--- config.mk ---
export PLATFORM = sky130hd
export DESIGN_NAME = throttle_fanin_aligner
export DESIGN_NICKNAME = d
export VERILOG_FILES = /design/src/rtl/tfa_pkg.sv /design/src/rtl/tfa_lane.sv /design/src/rtl/tfa_hold_cnt.sv /design/src/rtl/tfa_fill.sv /design/src/rtl/throttle_fanin_aligner.sv
export SDC_FILE = /design/constraint.sdc
export NUM_CORES = 1
export LEC_CHECK = 0
export BUFFER_PORTS_ARGS = -buffer_cell sky130_fd_sc_hd__buf_2
export CAP_MARGIN = 20
export CORE_MARGIN = 8
export CORE_UTILIZATION = 43
export CTS_CLUSTER_DIAMETER = 80
export DETAILED_ROUTE_END_ITERATION = 7
export PLACE_DENSITY_LB_ADDON = 0.05
export SLEW_MARGIN = 30
export SYNTH_ARGS = -nofsm -noshare
export SYNTH_HDL_FRONTEND = slang
export SYNTH_SLANG_ARGS = --single-unit
--- constraint.sdc ---
create_clock -name clk -period 4.65 [get_ports clk]
set_clock_uncertainty 0.05 [all_clocks]
set_input_delay 0.465 -clock clk [delete_from_list [all_inputs] [get_ports clk]]
set_output_delay 0.465 -clock clk [all_outputs]
set_load 0.02 [all_outputs]
--- src/rtl/tfa_pkg.sv ---
package tfa_pkg;
  parameter int unsigned TFA_LANES = 20;
  parameter int unsigned TFA_DLY_W = 4;
  parameter int unsigned TFA_BX_W  = 12;
  parameter int unsigned TFA_CNT_W = 10;
endpackage

--- src/rtl/tfa_lane.sv ---
module tfa_lane #(
  parameter int unsigned DLY_W = 4
) (
  input  logic             clk,
  input  logic             rst_n,
  input  logic             din_i,
  input  logic [DLY_W-1:0] dly_i,
  input  logic             en_i,
  output logic             tap_o
);
  localparam int unsigned MAX_DLY = (1 << DLY_W) - 1;

  logic [MAX_DLY-1:0] sr_q;
  logic [MAX_DLY-1:0] sr_d;
  logic [MAX_DLY:0]   hist;

  // hist[0] is the current sample, hist[j] the sample taken j edges ago
  always_comb begin
    hist  = {sr_q, din_i};
    sr_d  = hist[MAX_DLY-1:0];
    tap_o = hist[dly_i] & en_i;
  end

  always_ff @(posedge clk or negedge rst_n) begin
    if (!rst_n) sr_q <= '0;
    else        sr_q <= sr_d;
  end
endmodule

--- src/rtl/tfa_hold_cnt.sv ---
module tfa_hold_cnt #(
  parameter int unsigned CNT_W = 10
) (
  input  logic             clk,
  input  logic             rst_n,
  input  logic             inc_i,
  output logic [CNT_W-1:0] cnt_o
);
  logic [CNT_W-1:0] cnt_q;
  logic [CNT_W-1:0] cnt_d;
  logic             cnt_en;

  always_comb begin
    cnt_en = inc_i && (cnt_q != '1);
    cnt_d  = cnt_q + 1'b1;
  end

  always_ff @(posedge clk or negedge rst_n) begin
    if (!rst_n)      cnt_q <= '0;
    else if (cnt_en) cnt_q <= cnt_d;
  end

  assign cnt_o = cnt_q;

  assert_cnt_no_decrease_R6: assert property (@(posedge clk) disable iff (!rst_n)
    cnt_q >= $past(cnt_q));

  assert_cnt_saturates_R7: assert property (@(posedge clk) disable iff (!rst_n)
    ($past(cnt_q) == {CNT_W{1'b1}}) |-> (cnt_q == {CNT_W{1'b1}}));
endmodule

--- src/rtl/tfa_fill.sv ---
module tfa_fill #(
  parameter int unsigned DLY_W = 4
) (
  input  logic clk,
  input  logic rst_n,
  output logic vld_o
);
  logic [DLY_W-1:0] fill_q, fill_d;
  logic             vld_q, vld_d;

  always_comb begin
    fill_d = fill_q;
    vld_d  = vld_q;
    if (!vld_q) begin
      if (fill_q == '1) vld_d  = 1'b1;
      else              fill_d = fill_q + 1'b1;
    end
  end

  always_ff @(posedge clk or negedge rst_n) begin
    if (!rst_n) begin
      fill_q <= '0;
      vld_q  <= 1'b0;
    end else begin
      fill_q <= fill_d;
      vld_q  <= vld_d;
    end
  end

  assign vld_o = vld_q;

  assert_vld_holds_R5: assert property (@(posedge clk) disable iff (!rst_n)
    vld_q |=> vld_q);
endmodule

--- src/rtl/throttle_fanin_aligner.sv ---
module throttle_fanin_aligner
  import tfa_pkg::*;
#(
  parameter int unsigned LANES = TFA_LANES,
  parameter int unsigned DLY_W = TFA_DLY_W,
  parameter int unsigned BX_W  = TFA_BX_W,
  parameter int unsigned CNT_W = TFA_CNT_W,
  localparam int unsigned SEL_W = (LANES > 1) ? $clog2(LANES) : 1
) (
  input  logic                   clk,
  input  logic                   rst_n,
  input  logic [LANES-1:0]       thr_in,
  input  logic [BX_W-1:0]        bx_in,
  input  logic [LANES*DLY_W-1:0] dly_cfg,
  input  logic [LANES-1:0]       lane_en,
  input  logic [SEL_W-1:0]       rd_sel,
  output logic [LANES-1:0]       word_out,
  output logic [BX_W-1:0]        word_bx,
  output logic                   any_out,
  output logic                   word_vld,
  output logic [CNT_W-1:0]       rd_cnt
);
  logic [LANES-1:0] tap_w;
  logic [CNT_W-1:0] cnt_arr [LANES];

  logic [LANES-1:0] word_q, word_d;
  logic [BX_W-1:0]  bx_q, bx_d;
  logic             any_q, any_d;

  for (genvar g = 0; g < LANES; g++) begin : g_lane
    tfa_lane #(.DLY_W(DLY_W)) u_lane (
      .clk   (clk),
      .rst_n (rst_n),
      .din_i (thr_in[g]),
      .dly_i (dly_cfg[g*DLY_W +: DLY_W]),
      .en_i  (lane_en[g]),
      .tap_o (tap_w[g])
    );
    tfa_hold_cnt #(.CNT_W(CNT_W)) u_cnt (
      .clk   (clk),
      .rst_n (rst_n),
      .inc_i (tap_w[g]),
      .cnt_o (cnt_arr[g])
    );
  end

  tfa_fill #(.DLY_W(DLY_W)) u_fill (
    .clk   (clk),
    .rst_n (rst_n),
    .vld_o (word_vld)
  );

  always_comb begin
    word_d = tap_w;
    any_d  = |tap_w;
    bx_d   = bx_in;
  end

  always_ff @(posedge clk or negedge rst_n) begin
    if (!rst_n) begin
      word_q <= '0;
      bx_q   <= '0;
      any_q  <= 1'b0;
    end else begin
      word_q <= word_d;
      bx_q   <= bx_d;
      any_q  <= any_d;
    end
  end

  always_comb begin
    rd_cnt = '0;
    for (int i = 0; i < LANES; i++) begin
      if (rd_sel == SEL_W'(i)) rd_cnt = cnt_arr[i];
    end
  end

  assign word_out = word_q;
  assign word_bx  = bx_q;
  assign any_out  = any_q;

  assert_masked_lane_zero_R3: assert property (@(posedge clk) disable iff (!rst_n)
    (word_q & ~$past(lane_en)) == '0);

  assert_flag_tracks_word_R4: assert property (@(posedge clk) disable iff (!rst_n)
    any_q == (word_q != '0));

  assert_sel_out_of_range_R8: assert property (@(posedge clk) disable iff (!rst_n)
    (32'(rd_sel) >= LANES) |-> (rd_cnt == '0));
endmodule

======== After elaboration in Yosys (flattened, before gate mapping) ========
Index checks and enable logic that the tools add are counted.
word-level totals
  flip-flop bits (word level) ............. 538
  input port bits ......................... 139
  output and inout port bits .............. 44
  logic and storage cells ................. 233
operators by class
  add/subtract/negate cells ............... 21
  order comparisons ....................... 20
  eq/ne operators ......................... 40
  muxes and demuxes ....................... 62
  bitwise operators ....................... 22
  reduce and logical (&&, ||, !) cells .... 23
operator list
  cell                                                         count
  adder 10 x 1 -> 10 bit (second input constant)               20
  2-to-1 mux 10 bit                                            20
  != test 10 bit (second input constant)                       20
  less-than comparator 4 x 5 -> 1 bit (second input constant)  20
  binary-select mux 1 bit (select 4 bit)                       20
  equality test 5 x 4 -> 1 bit (second input constant)         8
  2-to-1 mux 1 bit                                             22
  AND 1 bit                                                    20
  equality test 5 x 3 -> 1 bit (second input constant)         4
  equality test 5 bit (second input constant)                  4
  logical AND 1 bit                                            20
  OR reduction 20 bit                                          1
  equality test 5 x 2 -> 1 bit (second input constant)         2
  equality test 5 x 1 -> 1 bit (second input constant)         1
  logical NOT 5 bit                                            1
  adder 4 x 1 -> 4 bit (second input constant)                 1
  equality test 4 bit (second input constant)                  1
  NOT 1 bit                                                    2
  AND reduction 2 bit                                          1

======== Logic depth before layout (Yosys ltp) ========
Gate-level depths: netlist of run 1.
  word-level depth ........................ 21
  gate-level depth with buffers ........... 10
  mapped depth without buffers ............ 7

======== Hierarchy ========
A second synthesis of run 1 with hierarchy kept.
unflattened totals
  cells, all modules ...................... 1947
  area, all modules ....................... 23922.9 µm²
by module, submodules not included
  module                  instances  cells each  area an instance (µm²)
  tfa_lane                20         32          531.8
  tfa_hold_cnt            20         46          499.2
  throttle_fanin_aligner  1          371         3066.7
  tfa_fill                1          16          236.5

======== Least setup slack after synthesis of run 1 ========
OpenSTA, ideal clock, no wires.
  path kind ............................... input to output
  start ................................... input port rd_sel[1]
  end ..................................... output port rd_cnt[6]
  arrival ................................. 2.550 ns
  required time ........................... 4.135 ns
  slack ................................... 1.585 ns
  stages on the path ...................... 9
  path through ............................ clkbuf_1 clkbuf_1 clkbuf_1 nand2_1 a21oi_1 o221ai_1 a32oi_1 nor3_1 a211oi_1
between the ends
  word-level cells in the longest chain between the ends .. 21
ends and longest elaborated chain
  what                              RTL line                      source
  start: declaration                throttle_fanin_aligner.sv:16  input logic [SEL_W-1:0] rd_sel,
  logical NOT 5 bit                 throttle_fanin_aligner.sv:74  if (rd_sel == SEL_W'(i)) rd_cnt = cnt_arr[i];
  2-to-1 mux 10 bit (19 in series)  throttle_fanin_aligner.sv:74
  2-to-1 mux 10 bit (*)             throttle_fanin_aligner.sv:74
  end: declaration                  throttle_fanin_aligner.sv:21  output logic [CNT_W-1:0] rd_cnt
Mark *: on every way between the ends. The rest lies on a longest branch, timed or not.

======== Worst setup path after layout of run 1 ========
  start ................................... input port rd_sel[0]
  end ..................................... output port rd_cnt[4]
The elaborated chain is that of the path after synthesis.

==> qor.json, run 1 <==
{
  "synth_edf_count": 0,
  "floorplan.core_area_um2": 50100,
  "vdd.ir_drop.worst_v": 0.000312,
  "critPathMostFrequentCell": "buf_2",
  "final_layout_size_suffix_gt1_share_pct": 21.6,
  "firstDrtPassIters": 5,
  "netlist_instances": 1575,
  "reg2regPathDepth": 6,
  "yosys.cell_count.top_type": "dfrtp_1",
  "critical_path_peak_fanout": 30,
  "clock_latency_ps": 630,
  "yosysUniqueCellTypes": 61,
  "power.density_nw_per_um2": 473,
  "use_met2_pct": 28.3,
  "finish.cell_count_without_fillers": 2552,
  "io_buffers": 182,
  "ctsLongestPathBuffers": 3,
  "synth_seq_cells": 538,
  "min_period_ps": 3780,
  "timing.setup.critical_path_class": "in -> out",
  "antenna_found_initial": 0,
  "critical_path.slowest_cell": "buf_2",
  "cts-buffers-inserted": 56,
  "synth_fp_nets": 1735,
  "route.detailed.vias_per_inst": 5.35,
  "synth.largest_area_cell": "dfrtp_1",
  "clk_transition_reported_paths_ps": 60,
  "pin_count_of_the_biggest_net_entering_global_routing": 129,
  "placement_rows": 82,
  "yosysWarningCount": 0,
  "cell_count_of_the_worst_hold_path": 3,
  "synth_common_cells": "dfrtp_1 (538), nand2_1 (121), xnor2_1 (114), mux4_2 (78), xor2_1 (69)",
  "setup_total_negative_slack_ps": 0,
  "number_of_h_tree_levels": 2,
  "critical_path.n_buffers_inverters": 2,
  "worst_slew_margin_rel_pct": 34.8,
  "grt_remaining_overflow": 0,
  "critical_path_depth": 9,
  "worstMarginPinSlew_ps": 973,
  "power.static_leakage_nw": 11.5,
  "dp_wirelength_mm": 37.7,
  "finish.utilization_pct": 51.3,
  "busiest_layer": "met2",
  "global_route.usage.total_pct": 18.2,
  "dieArea_um2": 58000,
  "drt.antenna.violating_nets": 0,
  "arrival_ps": 3260,
  "wire_length_reported_by_the_detailed_router_mm": 51.7,
  "floorplan.io_pins": 183,
  "grtUsageMet1_pct": 25.1,
  "yosys_most_used_dff": "dfrtp_1",
  "max_clock_freq_mhz": 265,
  "synth_top_area_share_pct": 61.9,
  "seqCellArea_um2": 13500,
  "critical_path.top_delay_family": "compound AO/OA/AOI/OAI gates",
  "start_kind": "input port",
  "post_synth.cell_area_avg_um2": 13.8,
  "die_width_um": 241,
  "initial_cell_density_of_the_core_pct": 43.4,
  "timing.final.crit_share_pct": 81.3,
  "critPathRequiredTime_ps": 4140,
  "critPathCaptureType": "output port",
  "dr_total_vias": 13700,
  "met3_use_gr_pct": 3.71,
  "outcome": "complete, no violations",
  "number_of_clock_sinks": 538,
  "synth.yosys.seq_area_share_pct": 61.9,
  "die_height_um": 241,
  "multi_input_comb_area_um2": 8060,
  "hp-class": "in -> reg",
  "setup_violations": 0,
  "final_max_slew_violation_count": 0,
  "gp_routability_congestion": 0.946,
  "design_power_total_mw": 12.1,
  "cts.repair_timing.setup_buffer_count": 0,
  "routedWlPerCell_um": 20.3,
  "drt-initial-drc-count": 885,
  "nFillCells": 4438,
  "mappedNetlistArea_um2": 21700,
  "crit_path_cell_trace": "buf_2 > nor2b_1 > o2bb2ai_1 > a2bb2oi_1 > nor3_1 > o221ai_1 > o2111a_1 > o32ai_1 > buf_2",
  "rsz_0062_raised_after_global_routing": "false",
  "cts_root_buffer": "clkbuf_16",
  "asyncSetResetFlopFracSynth_pct": 100,
  "cts_tree": "done",
  "number_of_design_rule_violations_left_after_detail_routing": 0,
  "synth.area.top_cells": "dfrtp_1 (62%), mux4_2 (8.1%), xnor2_1 (4.6%)",
  "maxcap_violations": 0,
  "numPlacedInstances": 2414,
  "hold_viol_final": 0,
  "area_growth_syn_to_layout_pct": 18.2,
  "design.final.nets": 1993,
  "first_global_vias": 14500,
  "max_stage_delay_ps": 500,
  "grt_first_pass_wirelength_mm": 82.6,
  "hold-worst-slack_ps": 67.5
}
## through the flow
step                instance area [um^2]  setup slack (ps)
finish                             25700               871
global route                       25700               750
CTS                                25700               942
detailed placement                 23600               937
global placement                   23600               969
floorplan                          21700              1590
## registers in the layout, indices dropped and copies added (netlist names)
name / flops
g_lane.u_lane.sr_q: 300
word_out: 20
g_lane.u_cnt.cnt_o: 200
word_bx: 12
u_fill.fill_q: 4
any_out: 1
u_fill.vld_o: 1
## final timing paths
check / start / to / slack [ps]
max reg2reg: g_lane[11].u_lane.sr_q[10] / any_out / 1690
min: lane_en[2] / word_out[2] / 70
max: rd_sel[0] / rd_cnt[4] / 870
max in group asynchronous: rst_n / g_lane[6].u_lane.sr_q[0] / 2900
min reg2reg: g_lane[18].u_lane.sr_q[8] / g_lane[18].u_lane.sr_q[9] / 310
min in group asynchronous: rst_n / g_lane[15].u_lane.sr_q[14] / 450
## power by group
group | internal [mW] | leakage, nW | switching, mW
sequential | 5.30 | 6.55 | 0.866
combinational | 0.818 | 4.08 | 0.810
clock | 2.51 | 0.898 | 1.84
## worst min-delay path: cells and delay by family
family | cells | cell delay, ps
AND/OR/NAND/NOR | 1 | 80
buffers and inverters | 2 | 170
## timing repair
| action | in CTS | in global routing |
|---|---|---|
| gates resized for setup | 0 | 0 |
| endpoints found under the hold margin | 132 | 0 |
| hold buffers | 33 | 0 |
| endpoints found under the setup margin | 0 | 0 |
## cell usage in the layout (no fill, tap or decap), types with 28 or more instances in the layout
master,n
nor3_1,28
xnor2_1,114
nor2_1,60
xor2_1,69
mux2_2,37
buf_2,181
dfrtp_1,538
mux2i_1,36
a21oi_1,36
nand3_1,66
nand4_1,57
nand2_1,121
dlygate4sd3_1,33
and3_1,46
clkbuf_16,56
mux4_2,78
## logic make-up after synthesis
logic type	after synthesis	synth area share (%)
AND/OR/NAND/NOR	439	10.2
multiplexers	161	12.9
flip-flops	538	61.9
XOR/XNOR	183	7.37
adder cells (fa/ha/maj)	21	1.21
buffers and inverters	58	1.00
AO/OA/AOI/OAI	175	5.44
## metal layers
layer  vias up  routed length (um)
met5         -                   0
li1       6314                   -
met4         0                1640
met1      6940               23300
met2       301               24100
met3       104                2700
## cell type report
class / count / area share (%)
inverter: 28 / 0.409
multi-input combinational: 979 / 31.4
clock inverter: 18 / 0.613
clock buffer: 86 / 6.44
sequential: 538 / 52.4
antenna: 1 / 0.00974
tap: 672 / 3.27
timing repair buffer: 230 / 5.50
Power figures use the tool's default switching activity.
==> run 2, diff against run 1 <==
Clock period 4.65 ns to 3.15 ns, I/O delays scaled along.
==> run 2 against run 1 <==
Compared with the run above: sequential power up 48%; design area up 2.9%; register-to-register slack worse by 1400 ps; non-clock buffer count up 53; clock-buffer cell count down 4; combinational power up 54%; first-iteration DRC count up 6.4%; setup slack worse by 720 ps; sequential share of layout area down 1.5 points; die area unchanged; core utilization up 1.5 points; critical path depth down 1.
==> qor.json, run 2 (synthesis results as in run 1) <==
{
  "cts_tree": "done",
  "power.share.clock_pct": 38.1,
  "reg2reg_to": "any_out",
  "power.static_leakage_nw": 11.9,
  "setup_total_negative_slack_ps": 0,
  "p_int_mw": 13.4,
  "nFillCells": 4347,
  "routedWlPerCell_um": 20.2,
  "clk_transition_reported_paths_ps": 60,
  "gp_routability_congestion": 0.941,
  "setup_violations": 0,
  "number_of_h_tree_levels": 2,
  "number_of_clock_sinks": 538,
  "power.share.switching_pct": 28.4,
  "postPlaceCellArea_um2": 23900,
  "min_period_ps": 3000,
  "clock_latency_ps": 630,
  "setup.worst_path.end": "rd_cnt[6]",
  "first_global_vias": 14900,
  "final.setup.worst_slack_ps": 148,
  "area_growth_syn_to_layout_pct": 21.6,
  "worst_slew_margin_rel_pct": 36.9,
  "vdd.ir_drop.worst_v": 0.000407,
  "cts_root_buffer": "clkbuf_16",
  "hold-worst-slack_ps": 35.6,
  "design_power_total_mw": 18.8,
  "dieArea_um2": 58000,
  "outcome": "complete, no violations",
  "cts-buffers-inserted": 57,
  "antenna_found_initial": 1,
  "drt-initial-drc-count": 942,
  "postLayoutCellArea_um2": 26400,
  "most_common_library_cell_in_the_layout_ignoring_fill_and_taps": "dfrtp_1",
  "wire_length_reported_by_the_detailed_router_mm": 52.7,
  "grt_first_pass_wirelength_mm": 84.6,
  "finish.cell_count_without_fillers": 2608,
  "hp-class": "in -> reg",
  "placement_rows": 82,
  "switching_power_mw": 5.33,
  "power_frac_seq_pct": 48.5,
  "p_comb_share_pct": 13.4,
  "initial_cell_density_of_the_core_pct": 43.4,
  "final_max_slew_violation_count": 0,
  "largest_register_ff_count": 300,
  "maxcap_violations": 0,
  "reg2reg_slack_ps": 310,
  "reg2regPathDepth": 7,
  "ctsLongestPathBuffers": 3,
  "io_buffers": 182,
  "timing.setup.critical_path_class": "reg -> out",
  "pre_cts_ws_ps": 128,
  "max_clock_freq_mhz": 333,
  "critPathCaptureType": "output port",
  "grt_remaining_overflow": 0,
  "setup.worst_path.start": "g_lane[2].u_cnt.cnt_o[6]",
  "arrival_ps": 2640,
  "rsz_0062_raised_after_global_routing": "false",
  "start_kind": "flip-flop",
  "timing.final.crit_share_pct": 95.3,
  "critPathRequiredTime_ps": 2780,
  "antennaDiodeCount": 0,
  "dp_wirelength_mm": 38.6,
  "critical_path_peak_fanout": 3,
  "final_layout_size_suffix_gt1_share_pct": 23.8,
  "numPlacedInstances": 2455,
  "finish.utilization_pct": 52.8,
  "worstMarginPinSlew_ps": 947,
  "registers.top_by_ff_count": "g_lane.u_lane.sr_q",
  "dr_total_vias": 14000,
  "floorplan.io_pins": 183,
  "global_route.usage.total_pct": 18.6,
  "design.final.nets": 2047,
  "final_cell_mix": "dfrtp_1 (537), buf_2 (181), nand2_1 (121), xnor2_1 (114), mux4_2 (78)",
  "reg2reg_from": "g_lane[16].u_lane.sr_q[10]",
  "route.detailed.vias_per_inst": 5.36,
  "pin_count_of_the_biggest_net_entering_global_routing": 100,
  "floorplan.core_area_um2": 50100,
  "number_of_design_rule_violations_left_after_detail_routing": 0,
  "die_width_um": 241,
  "hold_viol_final": 0,
  "firstDrtPassIters": 7,
  "drt.antenna.violating_nets": 0,
  "die_height_um": 241,
  "power.density_nw_per_um2": 710
}
run 2: cell types whose count changed in the layout (fill, tap and decap cells not counted), sizes merged:
cell | previous run | this run
bufinv | 1 | 8
dlygate4sd3 | 33 | 44
inv | 31 | 29
clkinvlp | 1 | 3
buf | 197 | 239
diode | 1 | 0
clkbuf | 86 | 82
clkinv | 13 | 14
run 2: timing repair:
item | CTS | global route
hold endpoints to repair | 97 | 0
hold buffers | 44 | 0
pin swaps | 0 | 1
gates resized for setup | 0 | 5
endpoints found under the setup margin | 1 | 2
buffers inserted | 1 | 0
run 2: how the worst min path moves through the flow:
stage               cells past startpoint   startpoint                         end  slack (ps)
floorplan                               0        rst_n                     any_out         -30
global placement                        1        rst_n  g_lane[18].u_lane.sr_q[13]         240
detailed placement                      1        rst_n   g_lane[18].u_lane.sr_q[7]         240
CTS                                     3  dly_cfg[62]                word_out[15]           6
global route                            3  dly_cfg[62]                word_out[15]          10
finish                                  3  dly_cfg[62]                word_out[15]          40
run 2: final cells by class:
class	instances	area [um^2]	share of cell area (%)
Clock inverter	26	427	1.61
Tap cell	672	841	3.18
Multi-Input combinational cell	979	8090	30.6
Timing Repair Buffer	283	1860	7.05
Clock buffer	82	1650	6.24
Sequential cell	538	13500	50.9
Inverter	28	105	0.398
run 2: worst max-delay path, stage by stage (launching register included):
cell and delay [ps]:
dfrtp_1 390, mux2_2 180, a22oi_1 70, o22ai_1 170, o221ai_1 180, a32oi_1 300, nor3_1 90, a211oi_1 380
buf_2 240
run 2: per-layer routing:
layer	track usage (%)	wire, um	vias to the layer above
met5	0	0	-
met4	6.12	1420	0
met3	4.00	3320	86
met2	29.0	24200	394
met1	26.0	23700	7083
li1	-	-	6418
run 2: power groups by stage:
| stage | logic (mW) | clock network (mW) | registers, mW |
|---|---|---|---|
| 6_report | 2.51 | 7.15 | 9.10 |
| 5_1_grt | 2.82 | 7.67 | 9.24 |
| 4_1_cts | 2.54 | 7.39 | 9.09 |
| 3_5_place_dp | 2.47 | 0 | 9.21 |
| 3_3_place_gp | 2.42 | 0 | 9.21 |
| 2_1_floorplan | 1.68 | 0 | 8.69 |
==> run 3, diff against run 2 <==
Settings changed: PLACE_DENSITY_LB_ADDON 0.05 to default.
Clock period 3.15 ns to 2.98 ns, I/O delays scaled along.
==> run 3 against run 2 <==
Compared with the run above: the run now ends with DRC left; combinational power is 6% higher; highest routed layer unchanged; clock power grew 4.3%; non-clock buffer count is 19 higher; critical endpoint is now rd_cnt[2]; design area is 0.47% higher.
==> qor.json, run 3 (synthesis results as in run 1) <==
{
  "cts_root_buffer": "clkbuf_16",
  "clock_latency_ps": 610,
  "dieArea_um2": 58000,
  "die_width_um": 241,
  "crit_path_cell_trace": "mux4_2 > nor2b_1 > a31oi_2 > o2111ai_2 > o211ai_1 > a21oi_2 > buf_2",
  "grt_remaining_overflow": 0,
  "max_clock_freq_mhz": 344,
  "route.detailed.vias_per_inst": 5.39,
  "vdd.ir_drop.worst_v": 0.000485,
  "design.final.nets": 2065,
  "postLayoutCellArea_um2": 26600,
  "placement_rows": 82,
  "power.static_leakage_nw": 12.0,
  "drt-initial-drc-count": 1186,
  "rsz_0062_raised_after_global_routing": "true",
  "critPathCaptureType": "output port",
  "gp_routability_congestion": 0.965,
  "routedWlPerCell_um": 19.8,
  "floorplan.io_pins": 183,
  "design_power_total_mw": 19.7,
  "reg2regPathDepth": 6,
  "worstMarginPinSlew_ps": 880,
  "most_common_library_cell_in_the_layout_ignoring_fill_and_taps": "dfrtp_1",
  "nFillCells": 4314,
  "final_layout_size_suffix_gt1_share_pct": 25.0,
  "hp-class": "in -> reg",
  "maxcap_violations": 0,
  "setup_violations": 0,
  "area_growth_syn_to_layout_pct": 22.2,
  "wire_length_reported_by_the_detailed_router_mm": 52.1,
  "timing.final.crit_share_pct": 97.4,
  "initial_cell_density_of_the_core_pct": 43.4,
  "hold_viol_final": 0,
  "arrival_ps": 2550,
  "worst_slew_margin_rel_pct": 41.1,
  "critical_path_peak_fanout": 5,
  "seqCellArea_um2": 13500,
  "critical_path.top_delay_family": "compound AO/OA/AOI/OAI gates",
  "postPlaceCellArea_um2": 24000,
  "final.setup.worst_slack_ps": 77.2,
  "dr_total_vias": 14200,
  "power.density_nw_per_um2": 742,
  "final_max_slew_violation_count": 0,
  "global_route.usage.total_pct": 18.3,
  "firstDrtPassIters": 8,
  "setup_total_negative_slack_ps": 0,
  "min_period_ps": 2900,
  "dp_wirelength_mm": 38.1,
  "multi_input_comb_area_um2": 8120,
  "cell_count_of_the_worst_hold_path": 3,
  "final_cell_mix": "dfrtp_1 (536), buf_2 (181), nand2_1 (121), xnor2_1 (114), mux4_2 (78)",
  "pre_cts_ws_ps": 49.0,
  "grt_first_pass_wirelength_mm": 83.8,
  "outcome": "finished, violations left",
  "registers.top_by_ff_count": "g_lane.u_lane.sr_q",
  "first_global_vias": 14900,
  "cts-buffers-inserted": 56,
  "ctsLongestPathBuffers": 3,
  "drt.antenna.violating_nets": 0,
  "number_of_design_rule_violations_left_after_detail_routing": 1,
  "critical_path.slowest_cell": "mux4_2",
  "antenna_found_initial": 0,
  "cts_tree": "done",
  "die_height_um": 241,
  "critical_path_depth": 7,
  "start_kind": "flip-flop",
  "violations_in_the_final_reports": "DRC",
  "floorplan.core_area_um2": 50100,
  "number_of_h_tree_levels": 2,
  "largest_register_ff_count": 300,
  "pin_count_of_the_biggest_net_entering_global_routing": 80,
  "clk_transition_reported_paths_ps": 60,
  "number_of_clock_sinks": 538,
  "critPathRequiredTime_ps": 2630,
  "timing.setup.critical_path_class": "reg -> out",
  "io_buffers": 182,
  "critical_path.n_buffers_inverters": 1,
  "max_stage_delay_ps": 490
}
-- run 3: cell count changes in the layout (fill, tap and decap cells not counted), moves of 2 or more --
cell / before / now
buf_4: 51 / 68
clkinv_16: 3 / 0
dlygate4sd3_1: 44 / 46
clkinv_2: 9 / 15
clkbuf_1: 12 / 6
nor3_2: 1 / 3
nor3_1: 27 / 25
-- run 3: power breakdown --
| group | leakage (nW) | switching (mW) | internal [mW] |
|---|---|---|---|
| Combinational | 4.46 | 1.30 | 1.36 |
| Sequential | 6.55 | 1.31 | 8.27 |
| Clock | 1.00 | 2.90 | 4.56 |
-- run 3: worst min-delay path: stages --
cell     delay [ps]
buf_2            90
nand2_1          50
o211a_1         180
-- run 3: layer usage --
layer | global-route usage (%) | vias to the layer above | wire length, um
met2 | 29.0 | 355 | 24900
met1 | 25.4 | 7259 | 23000
met3 | 3.06 | 96 | 2590
met4 | 6.98 | 0 | 1650
met5 | 0 | - | 0
li1 | - | 6444 | -
-- run 3: area by class of cell --
type	instances	share of cell area, %
sequential	538	50.7
multi-input combinational	979	30.6
timing repair buffer	302	7.57
clock buffer	75	6.03
tap	672	3.17
clock inverter	30	1.56
inverter	28	0.396
antenna	1	0.00942
-- run 3: final timing paths --
check | endpoint | start | slack, ps
max | rd_cnt[2] | g_lane[3].u_cnt.cnt_o[2] | 80
min | word_out[15] | dly_cfg[62] | 20
max reg2reg | any_out | g_lane[11].u_lane.sr_q[4] | 220
min reg2reg | g_lane[2].u_lane.sr_q[13] | g_lane[2].u_lane.sr_q[12] | 310
max in group asynchronous | g_lane[18].u_lane.sr_q[14] | rst_n | 1720
min in group asynchronous | g_lane[14].u_lane.sr_q[8] | rst_n | 160
-- run 3: per-stage QoR --
stage | utilization [%] | std cells | hold slack [ps]
after CTS | 52.9 | 2624 | 4.36
after global placement | 48.0 | 2473 | 222
after floorplan | - | 1575 | -47.6
final | 53.1 | 2625 | 22.9
after global routing | 53.0 | 2624 | 21.3
after detailed placement | 48.0 | 2473 | 229
-- run 3: timing repair --
item,in CTS,in global routing
hold buffers,46,0
pin swaps,0,1
endpoints found under the setup margin,2,6
buffers inserted,0,0
gates resized for setup,2,10
cloned,0,0
endpoints found under the hold margin,87,0
